### config.mk
export PLATFORM = sky130hd
export DESIGN_NAME = intmask_ctrl
export DESIGN_NICKNAME = d
export VERILOG_FILES = /design/src/rtl/intm_pkg.sv /design/src/rtl/intm_gate_ff.sv /design/src/rtl/intm_edge_pend.sv /design/src/rtl/intm_mask_reg.sv /design/src/rtl/intm_prio.sv /design/src/rtl/intmask_ctrl.sv
export SDC_FILE = /design/constraint.sdc
export NUM_CORES = 1
export LEC_CHECK = 0
export BUFFER_PORTS_ARGS = -buffer_cell sky130_fd_sc_hd__buf_4
export CAP_MARGIN = 20
export CORE_MARGIN = 1.5
export CORE_UTILIZATION = 44
export DETAILED_ROUTE_END_ITERATION = 12
export GPL_ROUTABILITY_DRIVEN = 0
export PLACE_DENSITY = 0.87
export SLEW_MARGIN = 20
export SYNTH_ARGS = -nofsm -noshare
export SYNTH_HDL_FRONTEND = slang
export SYNTH_HIERARCHICAL = 1
export SYNTH_SLANG_ARGS = --single-unit
### constraint.sdc
create_clock -name clk -period 1.8 [get_ports clk]
set_input_delay 0.09 -clock clk [delete_from_list [all_inputs] [get_ports clk]]
set_output_delay 0.09 -clock clk [all_outputs]
set_load 0.1 [all_outputs]
### src/rtl/intm_pkg.sv
package intm_pkg;
  localparam int unsigned WORD_W  = 8;
  localparam int unsigned NUM_RST = 3;
  localparam int unsigned NUM_SRC = NUM_RST + 1;

  // mask-write word field positions
  localparam int unsigned MW_MASK_EN  = 3;
  localparam int unsigned MW_CLR7     = 4;
  localparam int unsigned MW_SER_EN   = 6;
  localparam int unsigned MW_SER_DATA = 7;

  typedef enum logic [1:0] {
    SRC_EXT = 2'd0,
    SRC_L5  = 2'd1,
    SRC_L6  = 2'd2,
    SRC_L7  = 2'd3
  } src_e;

  typedef struct packed {
    logic               ser_in;
    logic               pend7;
    logic               lvl6;
    logic               lvl5;
    logic               gie;
    logic [NUM_RST-1:0] mask;
  } status_t;
endpackage

### src/rtl/intm_gate_ff.sv
module intm_gate_ff (
  input  logic clk,
  input  logic rst_n,
  input  logic set_i,
  input  logic clr_i,
  output logic q_o
);
  // clear dominates set
  always_ff @(posedge clk) begin
    if (!rst_n)     q_o <= 1'b0;
    else if (clr_i) q_o <= 1'b0;
    else if (set_i) q_o <= 1'b1;
  end
endmodule

### src/rtl/intm_edge_pend.sv
module intm_edge_pend (
  input  logic clk,
  input  logic rst_n,
  input  logic pin_i,
  input  logic clr_i,
  output logic pend_o
);
  logic prev_q;
  logic rise;

  assign rise = pin_i & ~prev_q;

  // prev resets high so a pin already high at reset release is not an edge
  always_ff @(posedge clk) begin
    if (!rst_n) prev_q <= 1'b1;
    else        prev_q <= pin_i;
  end

  // a fresh edge wins over a clear in the same cycle
  always_ff @(posedge clk) begin
    if (!rst_n)     pend_o <= 1'b0;
    else if (rise)  pend_o <= 1'b1;
    else if (clr_i) pend_o <= 1'b0;
  end
endmodule

### src/rtl/intm_mask_reg.sv
module intm_mask_reg
  import intm_pkg::*;
(
  input  logic              clk,
  input  logic              rst_n,
  input  logic              wr_i,
  input  logic [WORD_W-1:0] data_i,
  output logic [NUM_RST-1:0] mask_o,
  output logic              ser_o,
  output logic              clr7_o
);
  logic load_mask;
  logic load_ser;

  assign load_mask = wr_i & data_i[MW_MASK_EN];
  assign load_ser  = wr_i & data_i[MW_SER_EN];
  assign clr7_o    = wr_i & data_i[MW_CLR7];

  for (genvar b = 0; b < NUM_RST; b++) begin : g_mask
    logic m_q;
    always_ff @(posedge clk) begin
      if (!rst_n)         m_q <= 1'b1;
      else if (load_mask) m_q <= data_i[b];
    end
    assign mask_o[b] = m_q;
  end

  always_ff @(posedge clk) begin
    if (!rst_n)        ser_o <= 1'b0;
    else if (load_ser) ser_o <= data_i[MW_SER_DATA];
  end
endmodule

### src/rtl/intm_prio.sv
module intm_prio
  import intm_pkg::*;
#(
  parameter int unsigned VEC_W = 16,
  parameter logic [VEC_W-1:0] VEC_L5 = 16'h002C,
  parameter logic [VEC_W-1:0] VEC_L6 = 16'h0034,
  parameter logic [VEC_W-1:0] VEC_L7 = 16'h003C
) (
  input  logic               gie_i,
  input  logic [NUM_RST-1:0] mask_i,
  input  logic               ext_i,
  input  logic               lvl5_i,
  input  logic               lvl6_i,
  input  logic               pend7_i,
  output logic               req_o,
  output src_e               src_o,
  output logic [VEC_W-1:0]   vec_o,
  output logic               vec_ext_o
);
  logic [NUM_SRC-1:0] raw;
  logic [NUM_SRC-1:0] allow;
  logic [NUM_SRC-1:0] live;

  assign raw   = {pend7_i, lvl6_i, lvl5_i, ext_i};
  assign allow = {~mask_i, 1'b1};
  assign live  = raw & allow & {NUM_SRC{gie_i}};
  assign req_o = |live;

  // upward scan: the highest live index is the winner
  always_comb begin
    src_o = SRC_EXT;
    for (int i = 0; i < NUM_SRC; i++) begin
      if (live[i]) src_o = src_e'(i[1:0]);
    end
  end

  always_comb begin
    vec_ext_o = 1'b0;
    unique case (src_o)
      SRC_L7:  vec_o = VEC_L7;
      SRC_L6:  vec_o = VEC_L6;
      SRC_L5:  vec_o = VEC_L5;
      default: begin
        vec_o     = '0;
        vec_ext_o = req_o;
      end
    endcase
  end
endmodule

### src/rtl/intmask_ctrl.sv
module intmask_ctrl
  import intm_pkg::*;
#(
  parameter int unsigned VEC_W = 16,
  parameter logic [VEC_W-1:0] VEC_L5 = 16'h002C,
  parameter logic [VEC_W-1:0] VEC_L6 = 16'h0034,
  parameter logic [VEC_W-1:0] VEC_L7 = 16'h003C
) (
  input  logic              clk,
  input  logic              rst_n,
  input  logic              irq_ext_i,
  input  logic              irq_l5_i,
  input  logic              irq_l6_i,
  input  logic              irq_l7_i,
  input  logic              en_stb_i,
  input  logic              dis_stb_i,
  input  logic              mw_stb_i,
  input  logic [7:0]        mw_data_i,
  input  logic              rd_stb_i,
  input  logic              ack_i,
  input  logic              ser_in_i,
  output logic              req_o,
  output logic [VEC_W-1:0]  vec_o,
  output logic              vec_ext_o,
  output logic [7:0]        status_o,
  output logic              status_vld_o,
  output logic              ser_out_o
);
  logic               ie_q;
  logic               pend7_q;
  logic [NUM_RST-1:0] mask_q;
  logic               mw_clr7;
  logic               accept;
  src_e               win_src;
  status_t            snap;

  assign accept = ack_i & req_o;

  intm_gate_ff u_gie (
    .clk   (clk),
    .rst_n (rst_n),
    .set_i (en_stb_i),
    .clr_i (dis_stb_i | accept),
    .q_o   (ie_q)
  );

  intm_mask_reg u_mask (
    .clk    (clk),
    .rst_n  (rst_n),
    .wr_i   (mw_stb_i),
    .data_i (mw_data_i),
    .mask_o (mask_q),
    .ser_o  (ser_out_o),
    .clr7_o (mw_clr7)
  );

  intm_edge_pend u_l7 (
    .clk    (clk),
    .rst_n  (rst_n),
    .pin_i  (irq_l7_i),
    .clr_i  (mw_clr7 | (accept & (win_src == SRC_L7))),
    .pend_o (pend7_q)
  );

  intm_prio #(
    .VEC_W  (VEC_W),
    .VEC_L5 (VEC_L5),
    .VEC_L6 (VEC_L6),
    .VEC_L7 (VEC_L7)
  ) u_prio (
    .gie_i     (ie_q),
    .mask_i    (mask_q),
    .ext_i     (irq_ext_i),
    .lvl5_i    (irq_l5_i),
    .lvl6_i    (irq_l6_i),
    .pend7_i   (pend7_q),
    .req_o     (req_o),
    .src_o     (win_src),
    .vec_o     (vec_o),
    .vec_ext_o (vec_ext_o)
  );

  always_comb begin
    snap.ser_in = ser_in_i;
    snap.pend7  = pend7_q;
    snap.lvl6   = irq_l6_i;
    snap.lvl5   = irq_l5_i;
    snap.gie    = ie_q;
    snap.mask   = mask_q;
  end

  always_ff @(posedge clk) begin
    if (!rst_n) begin
      status_o     <= '0;
      status_vld_o <= 1'b0;
    end else begin
      status_vld_o <= rd_stb_i;
      if (rd_stb_i) status_o <= snap;
    end
  end
endmodule

* Word-level counts from Yosys, hierarchy flattened
Cells that the tools add are included.
** Word-level totals
- Bits in registers :: 16
- Output and inout port bits :: 28
- Logic and storage cells :: 36
** Cells by class
- Equal/unequal tests :: 3
- Muxes and demuxes :: 7
- Bitwise operators :: 13
- Reductions and logical operators :: 4
** Operator list (number)
- $pmux W6 S3 :: 1
- $and A4 B4 Y4 :: 2
- $and A1 B1 Y1 :: 6
- $eq A2 B2 Y1 const B :: 2
- $mux W1 :: 4
- $mux W2 :: 2
- $reduce_or A4 Y1 :: 1
- $not A3 Y3 :: 1
- $reduce_or A3 Y1 :: 1
- $eq A2 B1 Y1 const B :: 1
- $not A1 Y1 :: 2
- $or A1 B1 Y1 :: 2
- $reduce_bool A2 Y1 :: 1
- $reduce_or A2 Y1 :: 1

* Depth between registers and ports, before layout
Gate-level depths: netlist of run 1.
- Depth after elaboration :: 11
- Gate-level depth with buffers :: 7
- Depth with buffers taken out :: 6

* Cells and area by module
The synthesis of run 1 kept the hierarchy.
** By module, submodules not included
- intmask_ctrl :: times used 1, cells each 29, area each 346.6 µm², sequential area each 180.2 µm²
- intm_prio :: times used 1, cells each 29, area each 205.2 µm², sequential area each 0.0 µm²
- intm_mask_reg :: times used 1, cells each 22, area each 188.9 µm², sequential area each 80.1 µm²
- intm_edge_pend :: times used 1, cells each 6, area each 70.1 µm², sequential area each 40.0 µm²
- intm_gate_ff :: times used 1, cells each 3, area each 36.3 µm², sequential area each 20.0 µm²

* Worst setup path before layout of run 1
No wires, ideal clock.
- Path kind :: register to register
- From :: register u_mask.g_mask[2].m_q
- To :: register u_l7.pend_o
- Arrival :: 1.831 ns
- Slack :: -0.097 ns
- Stages on the path, launching flop included :: 8
- Path buffers :: 1
- Clock period less this slack :: 1.897 ns
- Path through :: dfxtp_1 -> buf_4 -> nor2b_4 -> o21ai_2 -> nand2_1 -> a41o_1 -> nand2b_1 -> a21boi_2
** Between the ends
- Longest elaborated chain between the ends :: 8
- Elaborated cells on any way between the ends :: 10
** Ends and longest elaborated chain
- start: declaration :: RTL line intm_mask_reg.sv:20 : logic m_q;
- start signal: assignment :: RTL line intm_mask_reg.sv:23 : else if (load_mask) m_q <= data_i[b];
- $not A3 Y3 :: RTL line intm_prio.sv:25 : assign allow = {~mask_i, 1'b1};
- $and A4 B4 Y4 (2 in a row) :: RTL line intm_prio.sv:26 : assign live = raw & allow & {NUM_SRC{gie_i}};
- $reduce_or A4 Y1 :: RTL line intm_prio.sv:27 : assign req_o = |live;
- via req_o :: RTL line intmask_ctrl.sv:22 : output logic req_o,
- $and A1 B1 Y1 :: RTL line intmask_ctrl.sv:37 : assign accept = ack_i & req_o;
- $and A1 B1 Y1 :: RTL line intmask_ctrl.sv:61 : .clr_i (mw_clr7 | (accept & (win_src == SRC_L7))),
- $or A1 B1 Y1 :: RTL line intmask_ctrl.sv:61
- $reduce_bool A2 Y1 (no line)
- end signal: assignment :: RTL line intm_edge_pend.sv:21 : if (!rst_n) pend_o <= 1'b0;
- end signal: assignment :: RTL line intm_edge_pend.sv:22 : else if (rise) pend_o <= 1'b1;
- end signal: assignment :: RTL line intm_edge_pend.sv:23 : else if (clr_i) pend_o <= 1'b0;
- end: declaration :: RTL line intm_edge_pend.sv:6 : output logic pend_o
The timed path passes the listed nets, and every way through them passes these cells.
A chain may end at the register's enable or synchronous reset.

* Worst setup path after layout of run 1
- From :: register u_mask.g_mask[2].m_q
- To :: output vec_ext_o
** Between the ends
- Longest elaborated chain between the ends :: 7
- Elaborated cells on any way between the ends :: 10
** Ends and longest elaborated chain
- $not A3 Y3 (*) :: RTL line intm_prio.sv:25
- $and A4 B4 Y4 (*) (2 in a row) :: RTL line intm_prio.sv:26
- $mux W2 :: RTL line intm_prio.sv:33 : if (live[i]) src_o = src_e'(i[1:0]);
- $eq A2 B2 Y1 or $eq A2 B1 Y1 (tied branches) :: RTL line intm_prio.sv:39 : unique case (src_o)
- $reduce_or A3 Y1 (no line)
- $mux W1 (*) :: RTL line intm_prio.sv:39
- end: declaration :: RTL line intmask_ctrl.sv:24 : output logic vec_ext_o,
Every way passes the cells marked *; elsewhere a longest branch is shown, timed or not.

==> out/metrics.yaml, run 1 <==
antenna_cells: 0
r2r_setup_slack_ps: 500
grt_start_max_net_pins: 18
cts_root_buf: "clkbuf_4"
cp_cell_sequence: "nor2b_4, o21ai_2, and4_1, buf_4"
hp-class: "input pin to register"
rsz0062_at_grt: "false"
ioPinCount: 48
maxCapViolCount: 0
path_buf_inv: 1
rows: 15
p_int_w: 0.000530
synthCells: 89
syn_area_um2: 847
final_area_um2: 1070
tns_ps: 0
drtIter0Drc: 5
switchingPower_w: 0.000385
setup_violations: 0
clock_latency_ps: 280
drt-met1-wl_um: 623
drv_slew: 0
die-area_um2: 2200
antenna_found_initial: 0
post_cts_buffers: 0
initial_core_util: 0.480
register_area_um2: 320
holdPathStages: 3
fin_worst_skew_ps: 7.54
clock_path_buffers: 2
powerDensity_nw_per_um2: 852
critPathLaunchType: "register"
max_stage_delay_ps: 400
critPathKind: "register to primary output"
crit_family: "flip-flops"
synthTopCellsByArea: "dfxtp_1 38%, buf_4 15%, mux2i_1 11%"
postPlaceCellArea_um2: 1040
fmaxAchievable_mhz: 639
seq_power_share: 0.426
status: "complete, no violations"
slowest_stage: "dfxtp_1"
wl_met2_um: 760
dr.max_layer_used: "met4"
ys_warn_count: 6
antenna_left: 0
synth_top_area_frac: 0.378
leakagePower_nw: 0.556
seq_area_frac_synth: 0.378
die_h_um: 46.9
reg2reg_depth: 6
mostFrequentLayoutCells: "34 x buf_4, 16 x dfxtp_1, 12 x conb_1"
period_needed_ps: 1560
multiInputGateArea_um2: 419
timing.final.crit_share: 0.869
clkPwrFrac: 0.194
critPathCaptureType: "primary output"
vdd_drop_max_uv: 493
wl_met3_um: 93
core_area_um2: 1760
netlist.top_cell.by_area: "dfxtp_1"
numCtsBuffers: 3
final_layout_size_suffix_gt1_frac: 0.392
cts.clk_slew.worst_paths_ps: 90
crit_arrival_ps: 1470
final_common_cell: "buf_4"
fin_hold_ws_ps: 50.1
synth_seq_cells: 16
hold_end: "u_gie/q_o"
rr_startpoint: "u_mask/g_mask[2].m_q"
vias: 652
grt_first_pass_wirelength_mm: 2.04
switching_share: 0.420
cts_resized: 0
grt_overflow_total: 0
critPathRequiredTime_ps: 1710
cts_hold_buf: 1
drc: 0
crit_path_start: "u_mask/g_mask[2].m_q"
critPathMaxFanout: 4
hold_viol_final: 0
grt.total_usage: 0.134
grt_pass1_vias: 531
die_x_um: 46.9
wl_per_cell_um: 10.2
syn_area_per_cell_um2: 9.52
port_buffers: 34
drt-pass1-iter-count: 4
finalNetCount: 142
cts_tree: "done"
syn2layout_area_growth_pct: 26.7
timing.rr.end: "u_l7/pend_o"
worstHoldStart: "dis_stb_i"
nFillCells: 164
dp_hpwl_mm: 1.16
drt_wl_total_mm: 1.49
synth_cell_types: 23
cts_htree_levels: 1
p_comb_frac: 0.380
clock-sinks: 16
vias_per_cell: 4.50
[metal layers]
metal	global-route usage	vias to the layer above
met4	0.0667	0
met2	0.255	28
met5	0	-
met1	0.132	295
met3	0.0346	2
li1	-	327
[cell usage after synthesis (all sizes together)]
cell type and count:
buf 18, dfxtp 16, nor2b 11, mux2i 9, nand2 6, inv 4, nand2b 4, and2 3
nand3 3, o211ai 3, nor2 2, o21a 2, o21ai 2, a21boi 1, a21o 1, a41o 1
and4 1, conb 1, nor3b 1
[metrics by stage]
step                instances  total power, W  setup slack, ps  utilization
floorplan                 100        0.000701              186            -
global placement          141        0.000740              533        0.590
detailed placement        141        0.000744              494        0.590
CTS                       145        0.000925              207        0.609
global route              145        0.000946              153        0.609
finish                    145        0.000915              235        0.609
[state kept, by name, indices dropped and copies added (netlist names)]
| register | count |
|---|---|
| u_l7/pend_o | 1 |
| u_gie/q_o | 1 |
| u_mask/g_mask.m_q | 3 |
| status_vld_o | 1 |
| u_l7/prev_q | 1 |
| status_o | 8 |
| u_mask/ser_o | 1 |
[cell families (layout without fill, tap and decap cells)]
group | after synthesis | after routing | synth area share
AOI/OAI and AO/OA | 10 | 10 | 0.0945
buffers and inverters | 22 | 42 | 0.182
muxes | 9 | 9 | 0.106
other | 1 | 12 | 0.00443
DFF | 16 | 16 | 0.378
and+or+nand+nor | 31 | 31 | 0.235
[tightest hold or removal path: stages]
cell and delay [ps]:
buf_4 80, a21o_1 80, nor3b_2 40
[worst max-delay path by stage]
| stage | endpoint | cells past startpoint |
|---|---|---|
| CTS | vec_ext_o | 4 |
| finish | vec_ext_o | 4 |
| floorplan | u_l7/pend_o | 7 |
| global route | vec_ext_o | 4 |
| detailed placement | u_l7/pend_o | 6 |
| global placement | u_l7/pend_o | 6 |
[area by class of cell]
cell class / count / share of cell area
Clock buffer: 3 / 0.0210
Inverter: 4 / 0.0140
Multi-Input combinational cell: 62 / 0.390
Sequential cell: 16 / 0.298
Tap cell: 25 / 0.0291
Timing Repair Buffer: 35 / 0.247
[power groups by stage]
stage | registers, W | clock network [W] | logic (W)
floorplan | 0.000488 | 0 | 0.000214
CTS | 0.000390 | 0.000187 | 0.000348
global route | 0.000392 | 0.000194 | 0.000360
detailed placement | 0.000398 | 0 | 0.000346
global placement | 0.000397 | 0 | 0.000343
finish | 0.000390 | 0.000178 | 0.000347
No activity file was read; power rests on OpenSTA's default activity.
==> run 2: changes to the inputs <==
- MAX_ROUTING_LAYER: not set -> met4
==> run 2 against run 1 <==
  * Routed wire length grew 0.34%
  * Fmax is essentially flat
  * Final cell count is the same
  * Clock skew is essentially flat
  * Sequential power is essentially flat
  * Combinational power is essentially flat
  * Power is essentially flat
  * Register-to-register slack is essentially flat
  * Final area is the same
  * Worst setup slack gained 1.2 ps
  * Count of clock-buffer cells in the layout is the same
  * Largest cell class unchanged
  * Largest power group unchanged
  * Highest routed layer unchanged
==> out/metrics.yaml, run 2 (same netlist as run 1, synthesis figures left out) <==
hold_viol_final: 0  # unchanged
crit_path_start: "u_mask/g_mask[2].m_q"  # unchanged
grt_pass1_vias: 530  # was 531
port_buffers: 34  # unchanged
final_common_cell: "buf_4"  # unchanged
die_x_um: 46.9  # unchanged
core_area_um2: 1760  # unchanged
antenna_left: 0  # unchanged
vdd_drop_max_uv: 493  # about the same
r2r_setup_slack_ps: 500  # about the same
fin_worst_skew_ps: 7.45  # was 7.54 ps
switching_share: 0.420  # about the same
clock_path_buffers: 2  # unchanged
p_comb_frac: 0.380  # about the same
grt_start_max_net_pins: 18  # unchanged
hp-class: "input pin to register"  # unchanged
p_int_w: 0.000530  # about the same
path_buf_inv: 1  # unchanged
final_layout_size_suffix_gt1_frac: 0.392  # unchanged
cts_tree: "done"  # unchanged
final_area_um2: 1070  # unchanged
crit_family: "flip-flops"  # unchanged
seq_power_share: 0.426  # about the same
powerDensity_nw_per_um2: 852  # about the same
dp_hpwl_mm: 1.16  # unchanged
slowest_stage: "dfxtp_1"  # unchanged
final_util: 0.609  # unchanged
clock_latency_ps: 280  # about the same
largest_register_ffs: 8  # unchanged
ioPinCount: 48  # unchanged
initial_core_util: 0.480  # unchanged
clock-sinks: 16  # unchanged
drt_wl_total_mm: 1.49  # about the same
worstHoldStart: "dis_stb_i"  # unchanged
cts_root_buf: "clkbuf_4"  # unchanged
cts_htree_levels: 1  # unchanged
setup_violations: 0  # unchanged
critPathMaxFanout: 4  # unchanged
status: "complete, no violations"  # unchanged
syn2layout_area_growth_pct: 26.7  # unchanged
rsz0062_at_grt: "false"  # unchanged
switchingPower_w: 0.000385  # about the same
critPathCaptureType: "primary output"  # unchanged
clkPwrFrac: 0.194  # about the same
grt.total_usage: 0.138  # was 0.134
finalNetCount: 142  # unchanged
leakagePower_nw: 0.556  # unchanged
critPathRequiredTime_ps: 1710  # about the same
drt-pass1-iter-count: 4  # unchanged
cp_cell_sequence: "nor2b_4, o21ai_2, and4_1, buf_4"  # unchanged
die-area_um2: 2200  # unchanged
critPathLaunchType: "register"  # unchanged
largest_register: "status_o"  # unchanged
vias_per_cell: 4.53  # was 4.50
maxCapViolCount: 0  # unchanged
numCtsBuffers: 3  # unchanged
nFillCells: 164  # unchanged
rows: 15  # unchanged
rr_startpoint: "u_mask/g_mask[2].m_q"  # unchanged
tns_ps: 0  # unchanged
grt_overflow_total: 0  # unchanged
die_h_um: 46.9  # unchanged
max_stage_delay_ps: 410  # was 400 ps
period_needed_ps: 1560  # about the same
cts.clk_slew.worst_paths_ps: 90  # about the same
mostFrequentLayoutCells: "34 x buf_4, 16 x dfxtp_1, 12 x conb_1"  # unchanged
critPathKind: "register to primary output"  # unchanged
antenna_found_initial: 0  # unchanged
fmaxAchievable_mhz: 640  # was 639 MHz
crit_arrival_ps: 1470  # about the same
wl_per_cell_um: 10.3  # was 10.2 um
drv_slew: 0  # unchanged
postPlaceCellArea_um2: 1040  # unchanged
drc: 0  # unchanged
timing.final.crit_share: 0.869  # about the same
drtIter0Drc: 6  # was 5
grt_first_pass_wirelength_mm: 2.04  # about the same
vias: 657  # was 652
reg.largest.list: "status_o x8, u_mask/g_mask.m_q x3"  # unchanged
antenna_cells: 0  # unchanged
## run 2: worst register-to-register path, stage by stage (launching register included)
cell and delay (ps):
dfxtp_1 410, nor2b_4 70, o21ai_2 210, inv_1 90, a41o_1 230, nand2b_1 140
a21boi_2 100
## run 2: final cells by class
cell class	count	area [um2]	share of cell area
multi-input cells	62	419	0.390
clock buffers	3	22.5	0.0210
flip-flops and latches	16	320	0.298
well taps	25	31.3	0.0291
repair buffers	35	265	0.247
inverters	4	15.0	0.0140
## run 2: stage by stage
| step | hold WS, ps | total power (W) | cells | worst slack, ps |
|---|---|---|---|---|
| 6_report | 50.1 | 0.000915 | 145 | 237 |
| 5_1_grt | 45.8 | 0.000946 | 145 | 153 |
| 4_1_cts | 40.5 | 0.000925 | 145 | 207 |
| 3_5_place_dp | 290 | 0.000744 | 141 | 494 |
| 3_3_place_gp | 286 | 0.000740 | 141 | 533 |
| 2_1_floorplan | 163 | 0.000701 | 100 | 186 |
## run 2: power groups by stage
stage / clock network [W] / logic (W) / registers [W]
2_1_floorplan: 0 / 0.000214 / 0.000488
3_3_place_gp: 0 / 0.000343 / 0.000397
3_5_place_dp: 0 / 0.000346 / 0.000398
4_1_cts: 0.000187 / 0.000348 / 0.000390
5_1_grt: 0.000194 / 0.000360 / 0.000392
6_report: 0.000178 / 0.000347 / 0.000390
## run 2: metal layers
layer | up-vias | track usage | share of wire
li1 | 327 | - | -
met1 | 300 | 0.132 | 0.42
met2 | 28 | 0.255 | 0.51
met3 | 2 | 0.0346 | 0.064
met4 | 0 | 0.0667 | 0.0054
met5 | - | - | 0
## run 2: worst paths after layout
check,to,cells after the start
worst max register to register,u_l7/pend_o,6
worst min register to register,u_mask/ser_o,2
worst max-delay path,vec_ext_o,4
worst min-delay path,u_gie/q_o,3
## run 2: what timing repair did
item                      4_1_cts  5_1_grt
hold buffers                    1        0
resized for setup               0        0
hold endpoints to repair        1        0
setup buffers                   0        0
